## config.mk

```make
export PLATFORM = sky130hd
export DESIGN_NAME = gpt_timer_core
export DESIGN_NICKNAME = d
export VERILOG_FILES = /design/src/rtl/gpt_pkg.sv /design/src/rtl/gpt_prescaler.sv /design/src/rtl/gpt_edge_capture.sv /design/src/rtl/gpt_reset_seq.sv /design/src/rtl/gpt_timer_core.sv
export SDC_FILE = /design/constraint.sdc
export NUM_CORES = 1
export LEC_CHECK = 0
export ABC_AREA = 0
export BUFFER_PORTS_ARGS = -buffer_cell sky130_fd_sc_hd__buf_2
export CAP_MARGIN = 20
export CORE_MARGIN = 2
export CORE_UTILIZATION = 45
export CTS_CLUSTER_SIZE = 28
export DETAILED_ROUTE_END_ITERATION = 12
export PLACE_DENSITY_LB_ADDON = 0.05
export SLEW_MARGIN = 5
export SYNTH_ARGS = -nofsm -noshare
export SYNTH_HDL_FRONTEND = slang
export SYNTH_SLANG_ARGS = --single-unit
```

## constraint.sdc

```tcl
create_clock -name clk -period 3.3 [get_ports clk]
set_clock_uncertainty 0.2 [all_clocks]
set_input_delay 0.165 -clock clk [delete_from_list [all_inputs] [get_ports clk]]
set_output_delay 0.165 -clock clk [all_outputs]
set_load 0.05 [all_outputs]
```

## src/rtl/gpt_pkg.sv

```systemverilog
package gpt_pkg;

    // Register byte offsets
    localparam int OFF_SYS_STAT = 'h14;
    localparam int OFF_STATUS   = 'h18;
    localparam int OFF_IRQ_EN   = 'h1C;
    localparam int OFF_CTRL     = 'h24;
    localparam int OFF_COUNT    = 'h28;
    localparam int OFF_LOAD     = 'h2C;
    localparam int OFF_TRIGGER  = 'h30;
    localparam int OFF_MATCH    = 'h38;
    localparam int OFF_CAPTURE  = 'h3C;
    localparam int OFF_IF_CTRL  = 'h40;

    // Control word bit positions
    localparam int B_RUN      = 0;
    localparam int B_AUTO     = 1;
    localparam int B_PRE_LSB  = 2;
    localparam int B_PRE_EN   = 5;
    localparam int B_CMP_EN   = 6;
    localparam int B_CAP_LSB  = 8;

    // Status / enable bit positions
    localparam int S_MATCH    = 0;
    localparam int S_OVF      = 1;
    localparam int S_CAPT     = 2;
    localparam int NUM_FLAGS  = 3;

    // Interface control soft-reset bit
    localparam int B_SOFT_RST = 1;

    typedef enum logic [1:0] {
        CAP_OFF  = 2'd0,
        CAP_RISE = 2'd1,
        CAP_FALL = 2'd2,
        CAP_BOTH = 2'd3
    } cap_mode_e;

endpackage

```

## src/rtl/gpt_prescaler.sv

```systemverilog
module gpt_prescaler #(
    parameter int PRE_W = 3
) (
    input  logic             clk,
    input  logic             rst_n,
    input  logic             run,
    input  logic             enable,
    input  logic [PRE_W-1:0] sel,
    output logic             tick
);
    localparam int PC_W = 1 << PRE_W;

    logic [PC_W-1:0] pc_d, pc_q;
    logic [PC_W-1:0] limit;

    always_comb begin
        limit = {PC_W{1'b1}} >> (PC_W - 1 - int'(sel));
        if (!run) begin
            pc_d = '0;
        end else if (pc_q == limit) begin
            pc_d = '0;
        end else begin
            pc_d = pc_q + 1'b1;
        end
        tick = enable ? (pc_q == limit) : 1'b1;
    end

    always_ff @(posedge clk or negedge rst_n) begin
        if (!rst_n) pc_q <= '0;
        else        pc_q <= pc_d;
    end
endmodule

```

## src/rtl/gpt_edge_capture.sv

```systemverilog
module gpt_edge_capture
    import gpt_pkg::*;
#(
    parameter int SYNC_STAGES = 2
) (
    input  logic      clk,
    input  logic      rst_n,
    input  logic      sig_in,
    input  cap_mode_e mode,
    output logic      hit
);
    typedef struct packed {
        logic [SYNC_STAGES-1:0] sync;
        logic                   prev;
    } edge_state_t;

    edge_state_t es_d, es_q;
    logic        now_lvl;
    logic        rise;
    logic        fall;

    always_comb begin
        es_d      = es_q;
        es_d.sync = {es_q.sync[SYNC_STAGES-2:0], sig_in};
        es_d.prev = es_q.sync[SYNC_STAGES-1];
        now_lvl   = es_q.sync[SYNC_STAGES-1];
        rise      = now_lvl & ~es_q.prev;
        fall      = ~now_lvl & es_q.prev;
        unique case (mode)
            CAP_RISE: hit = rise;
            CAP_FALL: hit = fall;
            CAP_BOTH: hit = rise | fall;
            default:  hit = 1'b0;
        endcase
    end

    always_ff @(posedge clk or negedge rst_n) begin
        if (!rst_n) es_q <= '0;
        else        es_q <= es_d;
    end
endmodule

```

## src/rtl/gpt_reset_seq.sv

```systemverilog
module gpt_reset_seq #(
    parameter int RST_CYCLES = 4
) (
    input  logic clk,
    input  logic rst_n,
    input  logic soft_req,
    output logic busy
);
    localparam int RC_W = $clog2(RST_CYCLES + 1);

    logic [RC_W-1:0] rc_d, rc_q;

    always_comb begin
        if (soft_req) begin
            rc_d = RC_W'(RST_CYCLES);
        end else if (rc_q != '0) begin
            rc_d = rc_q - 1'b1;
        end else begin
            rc_d = rc_q;
        end
        busy = (rc_q != '0);
    end

    always_ff @(posedge clk or negedge rst_n) begin
        if (!rst_n) rc_q <= RC_W'(RST_CYCLES);
        else        rc_q <= rc_d;
    end
endmodule

```

## src/rtl/gpt_timer_core.sv

```systemverilog
module gpt_timer_core
    import gpt_pkg::*;
#(
    parameter int CNT_W       = 32,
    parameter int ADDR_W      = 8,
    parameter int PRE_W       = 3,
    parameter int SYNC_STAGES = 2,
    parameter int RST_CYCLES  = 4
) (
    input  logic              clk,
    input  logic              rst_n,
    input  logic              wr_en,
    input  logic [ADDR_W-1:0] wr_addr,
    input  logic [CNT_W-1:0]  wr_data,
    input  logic [ADDR_W-1:0] rd_addr,
    output logic [CNT_W-1:0]  rd_data,
    input  logic              cap_in,
    output logic              irq
);
    localparam logic [CNT_W-1:0] CNT_MAX = {CNT_W{1'b1}};

    typedef struct packed {
        logic                 run;
        logic                 auto_rl;
        logic [PRE_W-1:0]     pre_val;
        logic                 pre_en;
        logic                 cmp_en;
        cap_mode_e            cap_mode;
        logic [CNT_W-1:0]     cnt;
        logic [CNT_W-1:0]     load;
        logic [CNT_W-1:0]     match;
        logic [CNT_W-1:0]     capt;
        logic [NUM_FLAGS-1:0] sts;
        logic [NUM_FLAGS-1:0] ien;
    } state_t;

    state_t st_d, st_q;

    logic                 tick;
    logic                 cap_hit;
    logic                 rst_busy;
    logic                 soft_req;
    logic                 wr_ok;
    logic [NUM_FLAGS-1:0] flag_set;
    logic [NUM_FLAGS-1:0] flag_clr;
    logic [CNT_W-1:0]     cnt_adv;

    gpt_prescaler #(.PRE_W(PRE_W)) u_pre (
        .clk    (clk),
        .rst_n  (rst_n),
        .run    (st_q.run),
        .enable (st_q.pre_en),
        .sel    (st_q.pre_val),
        .tick   (tick)
    );

    gpt_edge_capture #(.SYNC_STAGES(SYNC_STAGES)) u_cap (
        .clk    (clk),
        .rst_n  (rst_n),
        .sig_in (cap_in),
        .mode   (st_q.cap_mode),
        .hit    (cap_hit)
    );

    gpt_reset_seq #(.RST_CYCLES(RST_CYCLES)) u_rst (
        .clk      (clk),
        .rst_n    (rst_n),
        .soft_req (soft_req),
        .busy     (rst_busy)
    );

    // Next-state computation
    always_comb begin
        st_d     = st_q;
        flag_set = '0;
        flag_clr = '0;
        cnt_adv  = st_q.cnt + 1'b1;
        wr_ok    = wr_en && !rst_busy;
        soft_req = wr_ok && (wr_addr == ADDR_W'(OFF_IF_CTRL))
                   && wr_data[B_SOFT_RST];

        // Counting path
        if (st_q.run && tick) begin
            if (st_q.cnt == CNT_MAX) begin
                flag_set[S_OVF] = 1'b1;
                if (st_q.auto_rl) begin
                    st_d.cnt = st_q.load;
                end else begin
                    st_d.cnt = '0;
                    st_d.run = 1'b0;
                end
            end else begin
                st_d.cnt = cnt_adv;
            end
            if (st_q.cmp_en && (st_d.cnt == st_q.match)) begin
                flag_set[S_MATCH] = 1'b1;
            end
        end

        // Capture path
        if (cap_hit) begin
            st_d.capt        = st_q.cnt;
            flag_set[S_CAPT] = 1'b1;
        end

        // Register writes take priority over hardware updates
        if (wr_ok) begin
            unique case (wr_addr)
                ADDR_W'(OFF_CTRL): begin
                    st_d.run      = wr_data[B_RUN];
                    st_d.auto_rl  = wr_data[B_AUTO];
                    st_d.pre_val  = wr_data[B_PRE_LSB +: PRE_W];
                    st_d.pre_en   = wr_data[B_PRE_EN];
                    st_d.cmp_en   = wr_data[B_CMP_EN];
                    st_d.cap_mode = cap_mode_e'(wr_data[B_CAP_LSB +: 2]);
                end
                ADDR_W'(OFF_COUNT):   st_d.cnt   = wr_data;
                ADDR_W'(OFF_LOAD):    st_d.load  = wr_data;
                ADDR_W'(OFF_TRIGGER): st_d.cnt   = st_q.load;
                ADDR_W'(OFF_MATCH):   st_d.match = wr_data;
                ADDR_W'(OFF_STATUS):  flag_clr   = wr_data[NUM_FLAGS-1:0];
                ADDR_W'(OFF_IRQ_EN):  st_d.ien   = wr_data[NUM_FLAGS-1:0];
                default: ;
            endcase
        end

        // Hardware set wins over a same-cycle clear
        st_d.sts = (st_q.sts & ~flag_clr) | flag_set;

        if (soft_req || rst_busy) begin
            st_d = '0;
        end
    end

    always_ff @(posedge clk or negedge rst_n) begin
        if (!rst_n) st_q <= '0;
        else        st_q <= st_d;
    end

    // Read mux
    always_comb begin
        rd_data = '0;
        unique case (rd_addr)
            ADDR_W'(OFF_SYS_STAT): rd_data[0] = !rst_busy;
            ADDR_W'(OFF_STATUS):   rd_data[NUM_FLAGS-1:0] = st_q.sts;
            ADDR_W'(OFF_IRQ_EN):   rd_data[NUM_FLAGS-1:0] = st_q.ien;
            ADDR_W'(OFF_CTRL): begin
                rd_data[B_RUN]              = st_q.run;
                rd_data[B_AUTO]             = st_q.auto_rl;
                rd_data[B_PRE_LSB +: PRE_W] = st_q.pre_val;
                rd_data[B_PRE_EN]           = st_q.pre_en;
                rd_data[B_CMP_EN]           = st_q.cmp_en;
                rd_data[B_CAP_LSB +: 2]     = st_q.cap_mode;
            end
            ADDR_W'(OFF_COUNT):    rd_data = st_q.cnt;
            ADDR_W'(OFF_LOAD):     rd_data = st_q.load;
            ADDR_W'(OFF_MATCH):    rd_data = st_q.match;
            ADDR_W'(OFF_CAPTURE):  rd_data = st_q.capt;
            ADDR_W'(OFF_IF_CTRL):  rd_data[B_SOFT_RST] = rst_busy;
            default: ;
        endcase
    end

    assign irq = |(st_q.sts & st_q.ien);

endmodule

```

; ---- After elaboration in Yosys (flattened, before gate mapping)
; Index checks and enable logic that the tools add are counted.
[classes]
addsub = 4
n_eq_ne = 23
shifts = 1
mux = 35
bitwise = 9
reduce_logical = 20
[ops]
columns = cell, n
row1 = $mux 32, 7
row2 = $mux 143, 1
row3 = $mux 105, 1
row4 = $pmux 22 s4, 1
row5 = $eq 8x6->1 const B, 10
row6 = $pmux 32 s2, 1
row7 = $eq 8x5->1 const B, 5
row8 = $add 32x1->32 const B, 1
row9 = $eq 32x32->1, 1
row10 = $eq 32x32->1 const B, 1
row11 = $shr 8x32->8 const A, 1
row12 = $pmux 4 s5, 1
row13 = $mux 3, 6
row14 = $eq 8x7->1 const B, 2
row15 = $mux 8, 2
row16 = $pmux 1 s8, 2
row17 = $reduce_bool 2->1, 7
row18 = $pmux 2 s5, 1
row19 = $mux 9, 1
row20 = $add 8x1->8 const B, 1
row21 = $eq 8x8->1, 1
row22 = $reduce_and 2->1, 4
row23 = $mux 1, 7
row24 = $pmux 1 s7, 1
row25 = 18 further kinds, 26
[word_totals]
regBits = 157
output_inout_bits = 33
word_cells = 108

; ---- Logic depth before layout (Yosys ltp)
; Gate-level depths: netlist of the first run.
[depth]
word_depth = 12
mapped_depth = 11

; ---- Hierarchy
; Synthesis of the first run repeated with hierarchy kept, for this count alone.
[hier_totals]
cells_unflattened = 1174
area_unflattened_um2 = 9889.5
[by_module_without_submodules]
columns = module, instances, cells_each, area_per_inst_um2, seq_area_each_um2
row1 = gpt_timer_core, 1, 1082, 8957.3, 3578.4
row2 = gpt_prescaler, 1, 64, 619.3, 200.2
row3 = gpt_reset_seq, 1, 16, 178.9, 76.3
row4 = gpt_edge_capture, 1, 12, 133.9, 75.1

; ---- Worst setup path before layout of the first run
; Ideal clock, no wire load.
[synth_path]
path_type = flip-flop to flip-flop
start = register st_q[102] (netlist bit)
end = register st_q[3] (netlist bit)
setup_ns = 0.076
arrival_ns = 2.600
t_required_ns = 3.024
path_slack_ns = 0.424
stages_incl_launch_ff = 11
synth_period_minus_slack_ns = 2.876
cell_sequence = dfrtp_1 > ha_1 > nand4_1 > or2_1 > clkbuf_1 > o31ai_1 > a21oi_1 > or4_1 > nor4_1 > nand4_1 > o21ai_1
[synth_rtl]
columns = element, line
row1 = from (decl), gpt_timer_core.sv:37  ; state_t st_d, st_q;
row2 = from (signal assigned), gpt_timer_core.sv:137  ; else st_q <= st_d;

==> flow_summary.ini, run 1 <==
[run_status]
status = finished, final reports clean

[logic_synthesis]
synthArstFlopShare_pct = 100
synth-edff-count = 0
ys_seq_area_share_pct = 39.3
syn_nets = 1256
avgSynthCellArea_um2 = 8.34
synth_seq_cells = 157
synth_warnings = 0
synth_area_um2 = 10000
ys_types = 75
postSynthCellCount = 1198
ys.flop_type = dfrtp_1

[timing]
worst-slew-pin-transition_ns = 0.962
setup_violations = 0
fmax_mhz = 307
finalSetupTns_ns = 0
maxSlewViolCount = 0
rsz0062_at_grt = true
min_period_over_period_pct = 98.6
period_minus_slack_ns = 3.26
slew_headroom_pct = 35.8
finalHoldViolCount = 0

[drt]
route.detailed.drc = 0
via_per_inst = 6.22
drtIter0Drc = 971
routed-via-count = 9987
avgRoutedWirePerCell_um = 22.6
ant_nets = 0
firstDrtPassIters = 8
routed_wl_um = 36300

[clocking]
cts_buffers = 17
clockBufferDepth = 2
cts_tree = yes
clk_pin_slew_ns = 0.07
cts_max_level = 4
cts-root-buf = clkbuf_16
cts_setup_buffers = 0
clock_sinks = 157
clk_latency_ns = 0.44

[floorplan]
core-area_um2 = 21800
dieWidth_um = 153
start_util_pct = 45.8
fp.dieH_um = 153
num_rows = 54
io_pins = 85
die_area_um2 = 23400

[critical_path]
worstPathMaxFanout = 11
required_ns = 3.46
end_kind = register
start_kind = register
critPathBufInv = 1
critPathMaxStageDelay_ns = 0.53
regToRegStartpoint = st_q[123]
startpoint = st_q[123]
cp_slowest_cell = dfrtp_1
cp.arrival_ns = 3.42
crit_chain = nand4_1 > nor3_4 > and3_1 > buf_4 > and3_1 > o311ai_0 > nor4_1 > nand4_1 > o21ai_1
critPathKind = reg -> reg
crit_family = simple AND/OR/NAND/NOR gates

[finish]
antenna_cells = 0
syn_to_final_growth_pct = 19.7
layout-drive-gt1-share_pct = 16.6
layout.nets = 1371
final_util_pct = 54.8
fillers = 2113
finalInstanceArea_um2 = 12000
stdcell_count = 1606

[pwr]
p_leak_uw = 0.00491
powerDensity_nw_per_um2 = 431
ir_drop_v = 0.000309
power_uw = 5160

[place]
gp_congestion = 0.996
placed_area_um2 = 11000
numPlacedInstances = 1535
io_buffers = 84
hpwl_um = 25600

[run]
drv_cap = 0

[grt]
antenna_found_initial = 1
grt_usage_pct = 31.1
grt_pass1_wl_um = 57000
grt_max_degree = 73
grt_overflow_total = 0
grt_pass1_vias = 9777

[hold_path]
hp-start = wr_addr[6]
hold_class = in -> reg
## state kept, by name, indices dropped and copies added, names as in the netlist
| register | count |
|---|---|
| u_rst.rc_q | 3 |
| u_pre.pc_q | 8 |
| u_cap.es_q | 1 |
| st_q | 143 |
| u_cap.es_d | 2 |
## stage by stage
step,setup slack [ns],hold WS [ns]
detailed placement,0.130,0.0572
finish,0.0449,0.0220
global placement,0.239,0.0507
floorplan,0.424,-0.331
global route,-0.0501,0.0754
CTS,0.0891,0.00595
## kinds of logic after synthesis
logic type                 share of synthesized area (%)
AOI/OAI and AO/OA                                   23.1
xor gates and xnor gates                            4.08
adders and majority gates                          0.751
buffers and inverters                               5.11
DFF                                                 39.3
muxes                                               4.73
and+or+nand+nor                                     22.9
## final timing paths
kind / to / slack, ns / cells after the start
max in group asynchronous: st_q[126] / 1.98 / 3
setup reg to reg: st_q[3] / 0.04 / 9
setup / recovery: st_q[3] / 0.04 / 9
min in group asynchronous: u_pre.pc_q[3] / 0.14 / 2
hold / removal: st_q[4] / 0.02 / 5
hold reg to reg: u_cap.es_d[0] / 0.17 / 0
## synth_stat cells (all sizes together) (20+ instances only)
cell type | count | share of area (%)
clkbuf | 74 | 2.8
nor2 | 100 | 3.8
xnor2 | 27 | 2.4
buf | 24 | 1.2
mux2i | 45 | 4.5
nand3 | 48 | 2.5
dfrtp | 156 | 39
o21ai | 103 | 5.2
a21oi | 41 | 2.1
nor4 | 20 | 1.5
a22oi | 75 | 5.6
nand2 | 193 | 7.2
nand4 | 34 | 2.5
inv | 29 | 1.1
## layer usage
metal | track usage, % | wire length, um
met2 | 48.3 | 16500
met1 | 44.9 | 16500
met5 | 0 | 13
met4 | 9.39 | 791
met3 | 4.93 | 2540
## layout make-up
type	instances	area, um^2	area share (%)
Multi-Input combinational cell	914	5630	47.1
Sequential cell	157	3930	32.8
Timing Repair Buffer	194	1390	11.6
Clock buffer	21	450	3.76
Tap cell	280	350	2.93
Clock inverter	11	110	0.920
Inverter	29	109	0.909
## layout by cell type (no fill, tap or decap), types with 14 or more instances in the layout
master         instances
nand4_1               31
xnor2_1               27
nand3_1               47
nor4_1                16
inv_1                 29
clkbuf_16             17
dfrtp_1              156
xor2_1                17
nand2_1              193
mux2i_1               45
dlygate4sd3_1         39
a221oi_1              16
buf_2                 83
a21oi_1               40
a22oi_1               75
nor3_1                17
nor2_1                90
a211oi_1              14
o21ai_0               99
buf_4                 68
## worst register-to-register path, cell delays in order, from the launching register on
cell      delay, ns
dfrtp_1        0.53
nand4_1        0.43
nor3_4         0.46
and3_1         0.28
buf_4          0.23
and3_1         0.19
o311ai_0       0.11
nor4_1         0.44
nand4_1        0.16
o21ai_1        0.16
## where the power goes
| part | internal (uW) | total, uW | switching [uW] |
|---|---|---|---|
| Clock | 1070 | 1930 | 864 |
| Sequential | 2060 | 2270 | 214 |
| Combinational | 292 | 962 | 670 |
## what timing repair did
| item | CTS | global route |
|---|---|---|
| hold buffers | 39 | 0 |
| gates resized for setup | 0 | 3 |
| setup endpoints to repair | 0 | 2 |
| hold endpoints to repair | 176 | 0 |
Note: power is estimated with default switching activity, not from simulation.
==> run 2, diff against run 1 <==
--- a/config.mk
+++ b/config.mk
@@ -5,10 +5,9 @@
 export SDC_FILE = /design/constraint.sdc
 export NUM_CORES = 1
 export LEC_CHECK = 0
-export ABC_AREA = 0
+export ABC_AREA = 1
 export BUFFER_PORTS_ARGS = -buffer_cell sky130_fd_sc_hd__buf_2
-export CAP_MARGIN = 20
-export CORE_MARGIN = 2
+export CAP_MARGIN = 25
 export CORE_UTILIZATION = 45
 export CTS_CLUSTER_SIZE = 28
 export DETAILED_ROUTE_END_ITERATION = 12
==> flow_summary.ini, run 2 <==
[pwr]
clkPwrFrac_pct = 34.6
sw_frac_of_total_pct = 37.7
p_seq_share_pct = 39.8
ir_drop_v = 0.000399
internal_power_uw = 3440
powerDensity_nw_per_um2 = 452
power_uw = 5520
p_leak_uw = 0.00560
comb_power_share_pct = 25.6
p_switching_uw = 2080

[floorplan]
io_pins = 85
num_rows = 55
die_area_um2 = 23700
start_util_pct = 45.9
dieWidth_um = 154
core-area_um2 = 22600
fp.dieH_um = 154

[logic_synthesis]
synthArstFlopShare_pct = 100
synth_area_um2 = 10400
synth.area.top_cells = dfrtp_1 38%, nand2_1 14%, o21ai_0 9.0%
ys_types = 44
avgSynthCellArea_um2 = 6.71
ys.flop_type = dfrtp_1
synth_seq_cells = 157
syn_nets = 1608
synth-edff-count = 0
synthMostInstantiatedCell = nand2_1
synth_warnings = 0
postSynthCellCount = 1550
ys_seq_area_share_pct = 37.8
synth_area_leader_cell = dfrtp_1
netlist_top_cells_count = 398 x nand2_1, 233 x inv_1, 186 x o21ai_0
yosysTopAreaCellShare_pct = 37.5

[clocking]
clockBufferDepth = 2
cts_tree = yes
cts-root-buf = clkbuf_16
cts_buffers = 17
cts_max_level = 4
clk_latency_ns = 0.45
clk_pin_slew_ns = 0.07
clock_sinks = 157

[grt]
grt_pass1_vias = 10700
grt_pass1_wl_um = 58900
grt_usage_pct = 32.4
grt_max_degree = 73
antenna_found_initial = 0
grt_overflow_total = 0

[critical_path]
cp.arrival_ns = 3.19
worstPathMaxFanout = 8
crit_chain = nand2_1 > nor2_1 > nand2_1 > nor2_1 > nand4_1 > nand3_1 > nand2_1 > nand2_1 > nand2_1 > nor2_1 > nand2_1 > nor2_1 > nand3_1 > a21oi_1
critPathMaxStageDelay_ns = 0.50
required_ns = 3.47
critPathBufInv = 0
start_kind = register
crit_family = simple AND/OR/NAND/NOR gates
critPathKind = reg -> reg
r2r_setup_slack_ns = 0.27
cp_common_cell = nand2_1
end_kind = register
cp_slowest_cell = dfrtp_1

[drt]
ant_nets = 0
routed_wl_um = 37400
via_per_inst = 5.65
routed-via-count = 11100
firstDrtPassIters = 6
drtIter0Drc = 1107
route.detailed.drc = 0
avgRoutedWirePerCell_um = 19.1

[finish]
top_regs = st_q: 143 flops, u_pre.pc_q: 8 flops, u_rst.rc_q: 3 flops
layout.nets = 1725
final_cell_mix = 395 x nand2_1, 233 x inv_1, 186 x o21ai_0, 156 x dfrtp_1, 138 x nand3_1
finalInstanceArea_um2 = 12200
stdcell_count = 1965
final_util_pct = 53.9
layout-drive-gt1-share_pct = 11.5
largest_reg_flops = 143
syn_to_final_growth_pct = 17.4
regMostFlops = st_q
final_common_cell = nand2_1
antenna_cells = 0

[hold_path]
hold_class = in -> reg

[run]
drv_cap = 0

[place]
placed_area_um2 = 11200
io_buffers = 84
hpwl_um = 24900
numPlacedInstances = 1886
gp_congestion = 0.910

[timing]
period_minus_slack_ns = 3.03
maxSlewViolCount = 0
min_period_over_period_pct = 91.7
setup_violations = 0
finalHoldViolCount = 0
worst-slew-pin-transition_ns = 0.870
rsz0062_at_grt = false
slew_headroom_pct = 41.9
fmax_mhz = 330

[run_status]
status = finished, final reports clean
run 2: changes by cell type in the layout (fill, tap and decap cells not counted), moves of 22 or more:
cell and delta:
inv_1 +204, a22oi_1 -75, o21ai_0 +87, mux2i_1 -45, o22ai_1 +41, nand2_1 +202, nand3_1 +91, xnor2_1 -22
nor3_1 +22, buf_4 -23
run 2: through the flow:
step	worst slack (ns)	setup TNS (ns)	hold slack (ns)
global placement	0.00994	0	-0.00935
global route	0.0235	0	0.0820
CTS	0.0394	0	0.0107
floorplan	0.576	0	-0.331
finish	0.273	0	0.0339
detailed placement	-0.0246	-0.0246	-0.0119
run 2: layout make-up:
| cell class | count | area (um^2) |
|---|---|---|
| fill | 2276 | 10400 |
| multi-input combinational | 1081 | 5250 |
| sequential | 157 | 3930 |
| timing repair buffer | 172 | 1230 |
| inverter | 238 | 896 |
| clock buffer | 18 | 439 |
| tap | 285 | 357 |
| clock inverter | 14 | 111 |
run 2: worst paths after layout:
path                                 end     startpoint  cells after the start
max reg2reg                      st_q[3]      st_q[104]                     14
max in group asynchronous       st_q[71]          rst_n                      3
max                              st_q[3]      st_q[104]                     14
min                            st_q[104]     wr_data[2]                      5
min in group asynchronous  u_cap.es_d[0]          rst_n                      2
min reg2reg                u_cap.es_d[0]  u_cap.es_d[2]                      0
run 2: repair_timing:
item                                   in CTS  in global routing
pin swaps                                   0                  3
setup buffers                               0                  7
gates cloned                                0                  1
hold buffers                               39                  0
endpoints found under the hold margin     140                  0
setup endpoints to repair                   1                 27
resized for setup                           1                  1
run 2: logic make-up (layout without fill, tap and decap cells):
kind of cell | after synthesis | in the layout | synth area share, %
muxes | 1 | 1 | 0.108
xor gates and xnor gates | 15 | 15 | 1.26
DFF | 157 | 157 | 37.8
and+or+nand+nor | 720 | 721 | 29.8
AOI/OAI and AO/OA | 338 | 338 | 18.4
buffers and inverters | 313 | 442 | 11.9
adders and majority gates | 6 | 6 | 0.722
run 2: power groups by stage:
stage                     logic (uW)  registers [uW]  clock network (uW)
after floorplan                  838            2190                   0
after global placement          1320            2230                   0
after detailed placement        1330            2230                   0
after CTS                       1370            2190                1940
after global routing            1540            2220                2010
final                           1410            2200                1910
run 2: per-layer routing:
metal,vias to the layer above,GRT usage (%),part of all wire (%)
li1,5323,-,-
met1,5237,45.5,45
met2,484,50.4,44
met3,63,6.51,8.6
met4,0,9.33,2.1
met5,-,0,0
run 2: tightest hold or removal path, stage by stage:
cell     delay [ns]
buf_2          0.09
inv_1          0.09
o22ai_1        0.09
o21ai_0        0.14
nor2_1         0.05
